==> config.mk <==
export PLATFORM = sky130hd
export DESIGN_NAME = msi_target_composer
export DESIGN_NICKNAME = d
export VERILOG_FILES = /design/src/rtl/msi_comp_pkg.sv /design/src/rtl/msi_cfg_regs.sv /design/src/rtl/msi_addr_calc.sv /design/src/rtl/msi_out_stage.sv /design/src/rtl/msi_target_composer.sv
export SDC_FILE = /design/constraint.sdc
export NUM_CORES = 1
export LEC_CHECK = 0
export BUFFER_PORTS_ARGS = -buffer_cell sky130_fd_sc_hd__buf_2
export CAP_MARGIN = 15
export CORE_MARGIN = 2
export CORE_UTILIZATION = 40
export DETAILED_ROUTE_END_ITERATION = 6
export PLACE_DENSITY = 0.63
export SYNTH_ARGS = -nofsm -noshare
export SYNTH_HDL_FRONTEND = slang
export SYNTH_SLANG_ARGS = --single-unit
==> constraint.sdc <==
create_clock -name clk -period 4.4 [get_ports clk]
set_input_delay 0.44 -clock clk [delete_from_list [all_inputs] [get_ports clk]]
set_output_delay 0.44 -clock clk [all_outputs]
set_load 0.05 [all_outputs]
==> src/rtl/msi_comp_pkg.sv <==
package msi_comp_pkg;

   // High configuration register; the field positions are decoded by the
   // address composer and are part of the software contract.
   typedef struct packed {
      logic       lock;       // 31
      logic [1:0] rsv_a;      // 30:29
      logic [4:0] grp_shift;  // 28:24
      logic       rsv_b;      // 23
      logic [2:0] hart_shift; // 22:20
      logic       rsv_c;      // 19
      logic [2:0] grp_width;  // 18:16
      logic [3:0] hart_width; // 15:12
      logic [11:0] base_hi;   // 11:0
   } cfg_hi_t;

   localparam logic [31:0] HI_WRITE_MASK = 32'h9F77_FFFF;
   localparam int BASE_HI_W   = 12;
   localparam int MAX_GRP_W   = 7;
   localparam int MAX_GRP_SHF = 31;

endpackage

==> src/rtl/msi_cfg_regs.sv <==
module msi_cfg_regs
   import msi_comp_pkg::*;
(
   input  logic        clk,
   input  logic        rst_n,
   input  logic        cfg_we,
   input  logic        cfg_sel_hi,
   input  logic [31:0] cfg_wdata,
   output logic [31:0] cfg_lo,
   output cfg_hi_t     cfg_hi
);

   logic wr_open;

   assign wr_open = cfg_we & ~cfg_hi.lock;

   always_ff @(posedge clk) begin
      if (!rst_n) begin
         cfg_lo <= '0;
         cfg_hi <= '0;
      end else if (wr_open) begin
         if (cfg_sel_hi) begin
            cfg_hi <= cfg_hi_t'(cfg_wdata & HI_WRITE_MASK);
         end else begin
            cfg_lo <= cfg_wdata;
         end
      end
   end

endmodule

==> src/rtl/msi_addr_calc.sv <==
module msi_addr_calc
   import msi_comp_pkg::*;
#(
   parameter int HART_W        = 14,
   parameter int GUEST_W       = 6,
   parameter int EIID_W        = 11,
   parameter int ADDR_W        = 64,
   parameter int PAGE_SHIFT    = 12,
   parameter bit MACHINE_LEVEL = 1'b0
) (
   input  logic [31:0]        cfg_lo,
   input  cfg_hi_t            cfg_hi,
   input  logic [HART_W-1:0]  hart,
   input  logic [GUEST_W-1:0] guest,
   input  logic [EIID_W-1:0]  eiid,
   output logic [ADDR_W-1:0]  addr,
   output logic [31:0]        data
);

   localparam int PPN_W = ADDR_W - PAGE_SHIFT;

   logic [GUEST_W-1:0] guest_eff;
   logic [HART_W-1:0]  grp_full;
   logic [HART_W-1:0]  grp_mask;
   logic [HART_W-1:0]  wig_mask;
   logic [GUEST_W-1:0] gst_mask;
   logic [PPN_W-1:0]   base_t;
   logic [PPN_W-1:0]   grp_t;
   logic [PPN_W-1:0]   wig_t;
   logic [PPN_W-1:0]   gst_t;
   logic [PPN_W-1:0]   ppn;

   generate
      if (MACHINE_LEVEL) begin : g_mlevel
         logic unused_guest;
         assign unused_guest = ^guest;
         assign guest_eff    = '0;
      end else begin : g_slevel
         assign guest_eff = guest;
      end
   endgenerate

   always_comb begin
      grp_full = hart >> cfg_hi.hart_width;
      grp_mask = ~({HART_W{1'b1}} << cfg_hi.grp_width);
      wig_mask = ~({HART_W{1'b1}} << cfg_hi.hart_width);
      gst_mask = ~({GUEST_W{1'b1}} << cfg_hi.hart_shift);
      base_t   = PPN_W'({cfg_hi.base_hi, cfg_lo});
      grp_t    = PPN_W'(grp_full & grp_mask) << (int'(cfg_hi.grp_shift) + PAGE_SHIFT);
      wig_t    = PPN_W'(hart & wig_mask) << cfg_hi.hart_shift;
      gst_t    = PPN_W'(guest_eff & gst_mask);
      ppn      = base_t | grp_t | wig_t | gst_t;
   end

   assign addr = {ppn, {PAGE_SHIFT{1'b0}}};
   assign data = 32'(eiid);

   logic unused_hi;
   assign unused_hi = ^{cfg_hi.lock, cfg_hi.rsv_a, cfg_hi.rsv_b, cfg_hi.rsv_c};

endmodule

==> src/rtl/msi_out_stage.sv <==
module msi_out_stage #(
   parameter int ADDR_W = 64
) (
   input  logic              clk,
   input  logic              rst_n,
   input  logic              load,
   input  logic [ADDR_W-1:0] addr_in,
   input  logic [31:0]       data_in,
   input  logic              out_ready,
   output logic              out_valid,
   output logic [ADDR_W-1:0] out_addr,
   output logic [31:0]       out_data
);

   always_ff @(posedge clk) begin
      if (!rst_n) begin
         out_valid <= 1'b0;
         out_addr  <= '0;
         out_data  <= '0;
      end else if (load) begin
         out_valid <= 1'b1;
         out_addr  <= addr_in;
         out_data  <= data_in;
      end else if (out_valid && out_ready) begin
         out_valid <= 1'b0;
      end
   end

endmodule

==> src/rtl/msi_target_composer.sv <==
module msi_target_composer
   import msi_comp_pkg::*;
#(
   parameter int HART_W        = 14,
   parameter int GUEST_W       = 6,
   parameter int EIID_W        = 11,
   parameter int ADDR_W        = 64,
   parameter int PAGE_SHIFT    = 12,
   parameter bit MACHINE_LEVEL = 1'b0
) (
   input  logic               clk,
   input  logic               rst_n,
   input  logic               cfg_we,
   input  logic               cfg_sel_hi,
   input  logic [31:0]        cfg_wdata,
   output logic [31:0]        cfg_lo_o,
   output logic [31:0]        cfg_hi_o,
   input  logic               req_valid,
   output logic               req_ready,
   input  logic [HART_W-1:0]  req_hart,
   input  logic [GUEST_W-1:0] req_guest,
   input  logic [EIID_W-1:0]  req_eiid,
   input  logic               sw_valid,
   output logic               sw_ready,
   input  logic [31:0]        sw_data,
   output logic               msg_valid,
   input  logic               msg_ready,
   output logic [ADDR_W-1:0]  msg_addr,
   output logic [31:0]        msg_data
);

   localparam int PPN_W       = ADDR_W - PAGE_SHIFT;
   localparam int SW_HART_LSB = 18;

   generate
      if (HART_W < 1 || HART_W > 32 - SW_HART_LSB) begin : g_bad_hart
         $error("HART_W must fit the software send field");
      end
      if (EIID_W < 1 || EIID_W > 12) begin : g_bad_eiid
         $error("EIID_W must be 1..12");
      end
      if (GUEST_W < 1 || GUEST_W > 8) begin : g_bad_guest
         $error("GUEST_W must be 1..8");
      end
      if (PPN_W < 32 + BASE_HI_W ||
          PPN_W < MAX_GRP_SHF + PAGE_SHIFT + MAX_GRP_W) begin : g_bad_addr
         $error("ADDR_W too small for the page number");
      end
   endgenerate

   cfg_hi_t            cfg_hi;
   logic [31:0]        cfg_lo;
   logic               sw_take;
   logic               req_take;
   logic [HART_W-1:0]  sel_hart;
   logic [GUEST_W-1:0] sel_guest;
   logic [EIID_W-1:0]  sel_eiid;
   logic [ADDR_W-1:0]  cmp_addr;
   logic [31:0]        cmp_data;

   msi_cfg_regs u_cfg (
      .clk        (clk),
      .rst_n      (rst_n),
      .cfg_we     (cfg_we),
      .cfg_sel_hi (cfg_sel_hi),
      .cfg_wdata  (cfg_wdata),
      .cfg_lo     (cfg_lo),
      .cfg_hi     (cfg_hi)
   );

   assign cfg_lo_o = cfg_lo;
   assign cfg_hi_o = cfg_hi;

   // Software send has precedence; one message in flight at a time.
   assign sw_ready  = ~msg_valid;
   assign req_ready = ~msg_valid & ~sw_valid;
   assign sw_take   = sw_valid & sw_ready;
   assign req_take  = req_valid & req_ready;

   always_comb begin
      if (sw_take) begin
         sel_hart  = sw_data[SW_HART_LSB +: HART_W];
         sel_guest = '0;
         sel_eiid  = sw_data[EIID_W-1:0];
      end else begin
         sel_hart  = req_hart;
         sel_guest = req_guest;
         sel_eiid  = req_eiid;
      end
   end

   msi_addr_calc #(
      .HART_W        (HART_W),
      .GUEST_W       (GUEST_W),
      .EIID_W        (EIID_W),
      .ADDR_W        (ADDR_W),
      .PAGE_SHIFT    (PAGE_SHIFT),
      .MACHINE_LEVEL (MACHINE_LEVEL)
   ) u_calc (
      .cfg_lo (cfg_lo),
      .cfg_hi (cfg_hi),
      .hart   (sel_hart),
      .guest  (sel_guest),
      .eiid   (sel_eiid),
      .addr   (cmp_addr),
      .data   (cmp_data)
   );

   msi_out_stage #(
      .ADDR_W (ADDR_W)
   ) u_out (
      .clk       (clk),
      .rst_n     (rst_n),
      .load      (sw_take | req_take),
      .addr_in   (cmp_addr),
      .data_in   (cmp_data),
      .out_ready (msg_ready),
      .out_valid (msg_valid),
      .out_addr  (msg_addr),
      .out_data  (msg_data)
   );

   logic unused_sw;
   assign unused_sw = ^sw_data[SW_HART_LSB-1:EIID_W];

endmodule

Word level (Yosys, flattened, before mapping). Index checks and enable logic that the tools add are counted.

Bits in registers: 124. Input port bits: 102.

Add/subtract/negate cells: 1. Bitwise operators: 18. Muxes and demuxes: 5. Shift operators: 6. Reduce and logical (&&, ||, !) cells: 4.

Operator list (count): $or 52x52->52 (2); $or 44x52->52 (1); $shl 52x3->52 (1); $shl 52x32->52 (1); $and 14x14->14 (2); $not 14->14 (2); $mux 14 (1); $shl 14x3->14 const A (1); $shl 14x4->14 const A (1); $shr 14x4->14 (1); $mux 11 (1); $add 5x4->6 const B (1); $and 6x6->6 (1); $mux 6 (1); $not 6->6 (1); $shl 6x3->6 const A (1); $and 1x1->1 (4); $not 1->1 (4); $reduce_and 2->1 (2); $mux 1 (2); $reduce_bool 2->1 (1); $logic_and 1x1->1 (1); $or 1x1->1 (1).

Longest topological paths before layout. Gate-level depths: netlist (run 1).

Depth after elaboration: 9. Depth in mapped cells: 12. Gate-level depth less buffers: 8.

Hierarchy. From an unflattened synthesis (run 1), not the netlist that was laid out.

Cell total of the unflattened synthesis: 1032. Area, all modules: 9375.2 um^2.

By module, submodules not included: msi_out_stage (cells each 312, times used 1, area each 3668.5 um^2, sequential area each 1941.9 um^2); msi_addr_calc (cells each 445, times used 1, area each 2894.0 um^2, sequential area each 0.0 um^2); msi_cfg_regs (cells each 236, times used 1, area each 2341.0 um^2, sequential area each 1201.2 um^2); msi_target_composer (cells each 39, times used 1, area each 471.7 um^2, sequential area each 0.0 um^2).

Worst setup path before layout (run 1). No wires, ideal clock.

Path kind: register to register. From: register, netlist name u_cfg.cfg_hi[13]. To: register u_out.out_addr[31]. Arrival time: 2686 ps. Cell stages (with the launch flop): 10. Setup slack: 1585 ps. Clock period less this slack: 2815 ps. Buffers on the path: 1. Path through: dfxtp_1 > buf_4 > mux2_2 > mux2_2 > a22oi_1 > nand3_1 > nor3b_1 > a22o_1 > a2111oi_2 > a21oi_1.

Word-level cells in the longest chain between the ends: 6. Elaborated cells between the ends (all ways): 10. Classes of those cells: shift (4); bitwise (6).

Ends and longest elaborated chain: $shr 14x4->14 / $shl 14x4->14 (equally long branches) (RTL line msi_addr_calc.sv:44, msi_addr_calc.sv:46); $and 14x14->14 / $not 14->14 (equally long branches) (RTL line msi_addr_calc.sv:49, msi_addr_calc.sv:46); $shl 52x32->52 / $and 14x14->14 (equally long branches) (RTL line msi_addr_calc.sv:49, msi_addr_calc.sv:50); $or 44x52->52 / $shl 52x3->52 (equally long branches) (RTL line msi_addr_calc.sv:52, msi_addr_calc.sv:50); $or 52x52->52 * (2 in series) (RTL line msi_addr_calc.sv:52) `ppn = base_t | grp_t | wig_t | gst_t;`; end signal, assigned (RTL line msi_out_stage.sv:22) `out_addr <= addr_in;`; end, declared (RTL line msi_out_stage.sv:11) `output logic [ADDR_W-1:0] out_addr,`.

Mark *: on every way between the ends. The rest lies on a longest branch, timed or not. A chain may end at the register's enable or synchronous reset.

Final worst setup path (run 1).
From: register, netlist name u_cfg.cfg_hi[13]. To: register u_out.out_addr[24].

Word-level cells in the longest chain between the ends: 6. Elaborated cells between the ends (all ways): 10. Classes of those cells: shift (4); bitwise (6).

Ends and longest elaborated chain (RTL line): $shr 14x4->14 / $shl 14x4->14 (equally long branches) (msi_addr_calc.sv:44, msi_addr_calc.sv:46); $and 14x14->14 / $not 14->14 (equally long branches) (msi_addr_calc.sv:49, msi_addr_calc.sv:46); $shl 52x32->52 / $and 14x14->14 (equally long branches) (msi_addr_calc.sv:49, msi_addr_calc.sv:50); $or 44x52->52 / $shl 52x3->52 (equally long branches) (msi_addr_calc.sv:52, msi_addr_calc.sv:50); $or 52x52->52 * (2 in series) (msi_addr_calc.sv:52).

Marks and branches as above.

==> metrics.md, run 1 <==
| Metric | Value |
|---|---|
| Status | finished clean |
| # DRC | 0 |
| Netlist cell types | 86 |
| Final setup fails | 0 |
| Fraction of layout cells with a size suffix above 1 | 26.93% |
| CP arrival | 3.89 ns |
| Worst EP required | 4.74 ns |
| Antenna violations before repair | 0 |
| Slew margin rel. | 31.51% |
| Switching part of the total | 38.33% |
| Critical Path Start Type | flip-flop |
| Clock sink count | 124 |
| Synth warn | 0 |
| H-tree depth | 4 |
| Cts hold-fix bufs | 0 |
| Register bit count reported by yosys | 124 |
| Area delta synth->final | 22.04% |
| Leak | 3.977 nW |
| Combinational power share | 28.2% |
| Die X | 143.8 um |
| P_int | 0.002255 W |
| CP peak stage delay | 0.95 ns |
| DR iter-0 viols | 923 |
| IO Count | 265 |
| DRT Pass-1 Iters | 5 |
| Vias in the first global route | 7821 |
| Starting density of the core | 40.44% |
| Post_cts resized | 0 |
| Cell Pwr Density | 383.2 nW/um^2 |
| Max-slew violations | 0 |
| I/O Buffers | 220 |
| First-pass GRT wire length | 45460 um |
| Number of synthesized flops with an enable pin | 0 |
| Flop pwr share | 34.4% |
| GPL Wtd Cong | 0.9974 |
| Register area share after synthesis | 31.75% |
| Switch Pwr | 0.001401 W |
| Die ar. | 20680 um^2 |
| Synth Cell Area | 7819 um^2 |
| Worst vdd ir | 0.2939 mV |
| Largest net degree at the start of global routing | 74 |
| ANT cells | 0 |
| Worst-margin pin slew | 1.026 ns |
| Final min period | 3.543 ns |
| Final Hold Vio Count | 0 |
| Wire per inst | 20.34 um |
| Async SR Flop Fraction | 0% |
| Final ANT Viol Nets | 0 |
| CTS Buffer Depth | 2 |
| Worst hold path type | primary input to flip-flop |
| Hold WS | 0.2498 ns |
| Mapped Cells | 1019 |
| Clock slew at reported path FFs | 0.06 ns |
| Synth area leader | dfxtp_1 |
| Core box area | 19330 um^2 |
| Type of the worst setup path | flip-flop to flip-flop |
| Share of power burned in the clock network | 37.4% |
| CP endpoint kind | flip-flop |
| Clock skew | 0.01407 ns |
| Fmax | 282.3 MHz |
| Clock root cell | clkbuf_16 |
| RSZ-0062 raised after global routing | false |
| Max Fanout on Critical Path | 18 |
| Syn avg cell area | 7.673 um^2 |
| Most used DFF post-synth | dfxtp_1 |
| Via count | 8651 |
| Ranking of synthesized cells by area | dfxtp_1, nand2_1, a21oi_1, buf_4, mux2i_1 |
| Cell Chain, Critical Path | buf_4 -> or2_1 -> a211o_1 -> a31oi_1 -> nor4_1 -> o22ai_1 -> mux2_2 -> o22a_1 -> a211oi_2 |
| Max_cap viols | 0 |
| CTS tree | yes |
| Tcrit/Tclk final | 80.51% |
| Core Rows | 51 |
| Setup total negative slack | 0 ns |
| GRT overflow | 0 |
| CTS Buf Count | 17 |
| Worst skew pair latency | 0.43 ns |
| CP max stage cell | dfxtp_1 |
| Vias/cell | 5.833 |
| WL final | 30160 um |
| Post-synth top area share | 31.75% |
| Hpwl dp | 22490 um |
| Die height | 143.8 um |
| GRT Util Overall | 28.71% |
| Setup bufs post-CTS | 0 |
| Nets | 1308 |
## per-layer routing
layer,vias to the layer above,share of wire [%],track usage [%]
met4,0,2.3,8.462
met3,45,9.8,6.898
met5,-,0,0
met2,492,44,43.36
met1,4086,44,40.55
li1,4028,-,-
## power by group through the flow
stage / clock [W] / combinational [W] / sequential, W
5_1_grt: 0.00143 / 0.00109 / 0.00127
4_1_cts: 0.00138 / 0.00102 / 0.00126
3_3_place_gp: 0 / 0.00102 / 0.00128
6_report: 0.00137 / 0.00103 / 0.00126
2_1_floorplan: 0 / 0.000526 / 0.00150
3_5_place_dp: 0 / 0.00102 / 0.00128
## cell type report
type,instances,area (um^2)
Tap cell,265,331.6
Timing Repair Buffer,249,1326
Clock inverter,14,138.9
Inverter,13,48.80
Sequential cell,124,2482
Clock buffer,18,429.2
Fill cell,2001,9793
Multi-Input combinational cell,800,4785
## Yosys cell counts (all sizes together), types with 4 or more instances
| cell | n |
|---|---|
| nand2 | 203 |
| dfxtp | 124 |
| a21oi | 95 |
| nor2 | 68 |
| buf | 59 |
| clkbuf | 59 |
| o21ai | 51 |
| mux2i | 32 |
| nand3 | 29 |
| nor3 | 24 |
| a311oi | 19 |
| a211oi | 18 |
| a31oi | 17 |
| o22ai | 15 |
| o211ai | 12 |
| inv | 11 |
| mux2 | 11 |
| o21a | 11 |
| nand4 | 9 |
| a22oi | 8 |
| mux4 | 8 |
| o221ai | 8 |
| a2111oi | 7 |
| and3 | 7 |
| and3b | 7 |
| nor4 | 7 |
| and2 | 6 |
| nand2b | 6 |
| o32ai | 6 |
| a21boi | 5 |
| a21o | 5 |
| nand3b | 5 |
| nor2b | 5 |
| nor3b | 5 |
| o2111ai | 5 |
| or2 | 4 |
## layout by cell type (no fill, tap or decap), drive strengths merged, types with 6 or more instances in the layout
master / count
buf: 249
nand2: 203
dfxtp: 124
a21oi: 95
nor2: 68
o21ai: 51
conb: 37
mux2i: 32
nand3: 29
nor3: 24
a311oi: 19
clkbuf: 18
a211oi: 18
a31oi: 17
inv: 16
o22ai: 15
o211ai: 12
o21a: 11
mux2: 11
nand4: 9
a22oi: 8
o221ai: 8
mux4: 8
nor4: 7
and3b: 7
and3: 7
a2111oi: 7
nand2b: 6
and2: 6
o32ai: 6
## critical path, delay by kind of cell, from the launching register on
family / cells / cell delay [ns]
AO/OA/AOI/OAI: 5 / 1.06
buffers and inverters: 1 / 0.33
multiplexers: 1 / 0.33
flip-flops: 1 / 0.95
AND/OR/NAND/NOR: 2 / 0.78
## path summary, 6_finish.rpt
path                      start                  to  slack [ns]  depth (start not counted)
min               cfg_wdata[23]    u_cfg.cfg_lo[23]        0.25                          3
max            u_cfg.cfg_hi[13]  u_out.out_addr[24]        0.86                          9
min reg2reg  u_out.out_addr[56]  u_out.out_addr[56]        0.45                          2
max reg2reg    u_cfg.cfg_hi[13]  u_out.out_addr[24]        0.86                          9
## state kept, by name, summed over array words and instances, names as in the netlist
name,count
u_out.out_addr,52
u_cfg.cfg_lo,32
u_cfg.cfg_hi,28
u_out.out_data,11
u_out.out_valid,1
## metrics by stage
step / instances / utilization [%] / area, um^2 / setup slack [ns] / power (W)
floorplan: 1055 / - / 7954 / 1.585 / 0.002028
global placement: 1450 / 46.33 / 8959 / 0.9092 / 0.002295
detailed placement: 1450 / 46.33 / 8959 / 0.9088 / 0.002296
CTS: 1482 / 49.27 / 9527 / 0.9602 / 0.003655
global route: 1483 / 49.35 / 9542 / 0.6942 / 0.003793
finish: 1483 / 49.35 / 9542 / 0.8575 / 0.003656
## cell families (layout without fill, tap and decap cells)
kind of cell / after synthesis / in the layout / share of synthesized area (%)
simple gates: 397 / 397 / 23.22
fa+ha+maj: 1 / 1 / 0.1600
flops: 124 / 124 / 31.75
compound gates: 312 / 312 / 27.17
other cells: 1 / 37 / 0.04796
mux: 51 / 51 / 8.337
buf+inv: 131 / 294 / 9.089
xor+xnor: 2 / 2 / 0.2241
Note: power is estimated with default switching activity, not from simulation.
==> inputs of run 2 (changes only) <==
--- a/config.mk
+++ b/config.mk
@@ -5,12 +5,13 @@
 export SDC_FILE = /design/constraint.sdc
 export NUM_CORES = 1
 export LEC_CHECK = 0
+export ABC_AREA = 1
 export BUFFER_PORTS_ARGS = -buffer_cell sky130_fd_sc_hd__buf_2
 export CAP_MARGIN = 15
 export CORE_MARGIN = 2
 export CORE_UTILIZATION = 40
 export DETAILED_ROUTE_END_ITERATION = 6
-export PLACE_DENSITY = 0.63
+export PLACE_DENSITY = 0.66
 export SYNTH_ARGS = -nofsm -noshare
 export SYNTH_HDL_FRONTEND = slang
 export SYNTH_SLANG_ARGS = --single-unit
==> constraint.sdc (replaced) <==
create_clock -name clk -period 2.9 [get_ports clk]
set_input_delay 0.29 -clock clk [delete_from_list [all_inputs] [get_ports clk]]
set_output_delay 0.29 -clock clk [all_outputs]
set_load 0.05 [all_outputs]
==> metrics.md, run 2 <==
| Metric | Value |
|---|---|
| Max Fanout on Critical Path | 11 |
| First-pass GRT wire length | 41250 um |
| Clock sink count | 124 |
| Final min period | 2.577 ns |
| CP arrival | 2.93 ns |
| Met1 WL | 11670 um |
| WL final | 26600 um |
| Synth Cell Area | 7301 um^2 |
| Slew margin rel. | 21.71% |
| Nets | 1395 |
| GPL Wtd Cong | 0.9730 |
| CTS Buf Count | 17 |
| Synth area leader | dfxtp_1 |
| Final ANT Viol Nets | 0 |
| Biggest register | u_out.out_addr |
| Worst EP required | 3.25 ns |
| Util after Layout | 50.53% |
| Via count | 8189 |
| CTS Buffer Depth | 2 |
| Leak | 4.280 nW |
| Most used DFF post-synth | dfxtp_1 |
| Commonest non-fill, non-tap cell in the layout | buf_2 |
| CP endpoint kind | flip-flop |
| DR iter-0 viols | 704 |
| CTS tree | yes |
| Clock skew | 0.01285 ns |
| Fraction of layout cells with a size suffix above 1 | 25.21% |
| Ranking of synthesized cells by area | dfxtp_1, nand2_1, a21oi_1, nand3_1, o21ai_0 |
| Die height | 139.1 um |
| DP Cell Count | 1502 |
| Final Hold Vio Count | 0 |
| Setup total negative slack | 0 ns |
| Die X | 139.1 um |
| Mapped Cells | 1097 |
| Cts hold-fix bufs | 0 |
| GRT overflow | 0 |
| Core box area | 17960 um^2 |
| Worst hold path type | primary input to flip-flop |
| Setup crit start | u_out.out_valid |
| Seq. cell area | 2482 um^2 |
| Critical Path Start Type | flip-flop |
| Clock slew at reported path FFs | 0.06 ns |
| Syn avg cell area | 6.655 um^2 |
| Worst skew pair latency | 0.43 ns |
| Cells on worst reg2reg path | 15 |
| Commonest cells in the netlist | nand2_1, a21oi_1, dfxtp_1, nand3_1, o21ai_0 |
| Max-slew violations | 0 |
| Worst Hold Depth | 3 |
| Vias/cell | 5.338 |
| Clock root cell | clkbuf_16 |
| Biggest regs | u_out.out_addr (52), u_cfg.cfg_lo (32), u_cfg.cfg_hi (28) |
| Count leader, synth | nand2_1 |
| Type of the worst setup path | flip-flop to flip-flop |
| Final setup fails | 0 |
| Wire per inst | 17.34 um |
| Register bit count reported by yosys | 124 |
| Worst vdd ir | 0.4458 mV |
| Core Rows | 49 |
| Area delta synth->final | 24.34% |
| R2r startpoint | u_out.out_valid |
| Max_cap viols | 0 |
| Post_cts resized | 0 |
| I/O Buffers | 220 |
| ANT cells | 0 |
| Antenna violations before repair | 0 |
| Vias in the first global route | 7712 |
| Cell Pwr Density | 648.7 nW/um^2 |
| Fmax | 388.0 MHz |
| Fin cells | 1534 |
| H-tree depth | 4 |
| RSZ-0062 raised after global routing | false |
| Register area share after synthesis | 34.00% |
| Synth warn | 0 |
| Reg-to-Reg End | u_out.out_addr[51] |
| # DRC | 0 |
| Largest net degree at the start of global routing | 61 |
| Hold WS | 0.1238 ns |
| CP endpoint | u_out.out_addr[51] |
| Routed length on met2 | 11850 um |
| Tcrit/Tclk final | 88.88% |
| Starting density of the core | 40.64% |
| R2r setup slk | 0.32 ns |
| Post-synth top area share | 34.00% |
| Max FFs per register | 52 |
| Status | finished clean |
| Die ar. | 19350 um^2 |
| Hpwl dp | 20170 um |
| Area of the multi-input gates | 3995 um^2 |
| Uppermost routed layer | met4 |
| GRT Util Overall | 27.01% |
| Netlist cell types | 49 |
| DR WL met3 | 2203 um |
| IO Count | 265 |
| DRT Pass-1 Iters | 5 |
| Commonest non-fill, non-tap cells in the layout | buf_2, nand2_1, a21oi_1 |
| Fill cells | 1927 |
| Worst-margin pin slew | 1.170 ns |
| Async SR Flop Fraction | 0% |
| Setup bufs post-CTS | 0 |
| Number of synthesized flops with an enable pin | 0 |
==> run 2: cell types whose count changed in the layout (fill, tap and decap cells not counted), sizes merged, moves of 17 or more <==
| cell | before | now |
|---|---|---|
| a211oi | 18 | 1 |
| a21oi | 95 | 128 |
| a311oi | 19 | 1 |
| inv | 16 | 86 |
| mux2i | 32 | 11 |
| nand3 | 29 | 132 |
| nand4 | 9 | 29 |
| nor2 | 68 | 93 |
| nor3 | 24 | 7 |
| o21ai | 51 | 130 |
==> run 2: cells by family after synthesis <==
kind of cell    after synthesis  share of synthesized area [%]
fa+ha+maj                     1                         0.1714
simple gates                471                          30.11
compound gates              284                          20.65
flops                       124                          34.00
buf+inv                     204                          13.38
mux                          11                          1.508
other cells                   1                        0.05136
xor+xnor                      1                         0.1200
==> run 2: worst min path at each step <==
stage,from,endpoint
finish,cfg_wdata[1],u_cfg.cfg_hi[1]
global placement,u_out.out_addr[56],u_out.out_addr[56]
detailed placement,u_out.out_data[6],u_out.out_data[6]
CTS,cfg_wdata[1],u_cfg.cfg_hi[1]
floorplan,cfg_wdata[11],u_cfg.cfg_hi[11]
global route,cfg_wdata[1],u_cfg.cfg_hi[1]
==> run 2: critical path, cell delays in order, from the launching register on <==
cell and delay (ns):
dfxtp_1 0.46, inv_4 0.10, buf_4 0.19, nand3_1 0.09
nand2_1 0.15, nand2_1 0.11, nand3_1 0.13, nand2_1 0.11
nor2_1 0.06, nor2_4 0.18, nand3_1 0.08, nand2_1 0.17
nand2_1 0.07, nand2_1 0.27, nand4_1 0.15, a21oi_1 0.17
==> run 2: cell type report <==
type	instances	share of cell area [%]
flip-flops and latches	124	27.35
clock buffers	19	4.990
multi-input cells	805	44.01
well taps	229	3.156
clock inverters	13	1.571
repair buffers	253	15.13
inverters	91	3.790
==> run 2: power by group <==
part           internal [W]  switching (W)
registers           0.00184       0.000100
logic              0.000435        0.00136
clock network       0.00131       0.000841
total               0.00359        0.00230
==> run 2: per-stage QoR <==
step / total power (W) / instance area [um^2] / setup slack [ns]
6_report: 0.005889 / 9077 / 0.3225
5_1_grt: 0.006139 / 9077 / 0.009259
4_1_cts: 0.005894 / 9077 / 0.3581
3_5_place_dp: 0.003752 / 8482 / 0.3763
3_3_place_gp: 0.003746 / 8482 / 0.3936
2_1_floorplan: 0.003293 / 7436 / 0.4516
==> run 2: per-layer routing <==
layer  track usage [%]  vias to the layer above
met5                 0                        -
met2             41.92                      357
met4             11.32                        0
met1             35.30                     3753
li1                  -                     4030
met3             7.666                       49
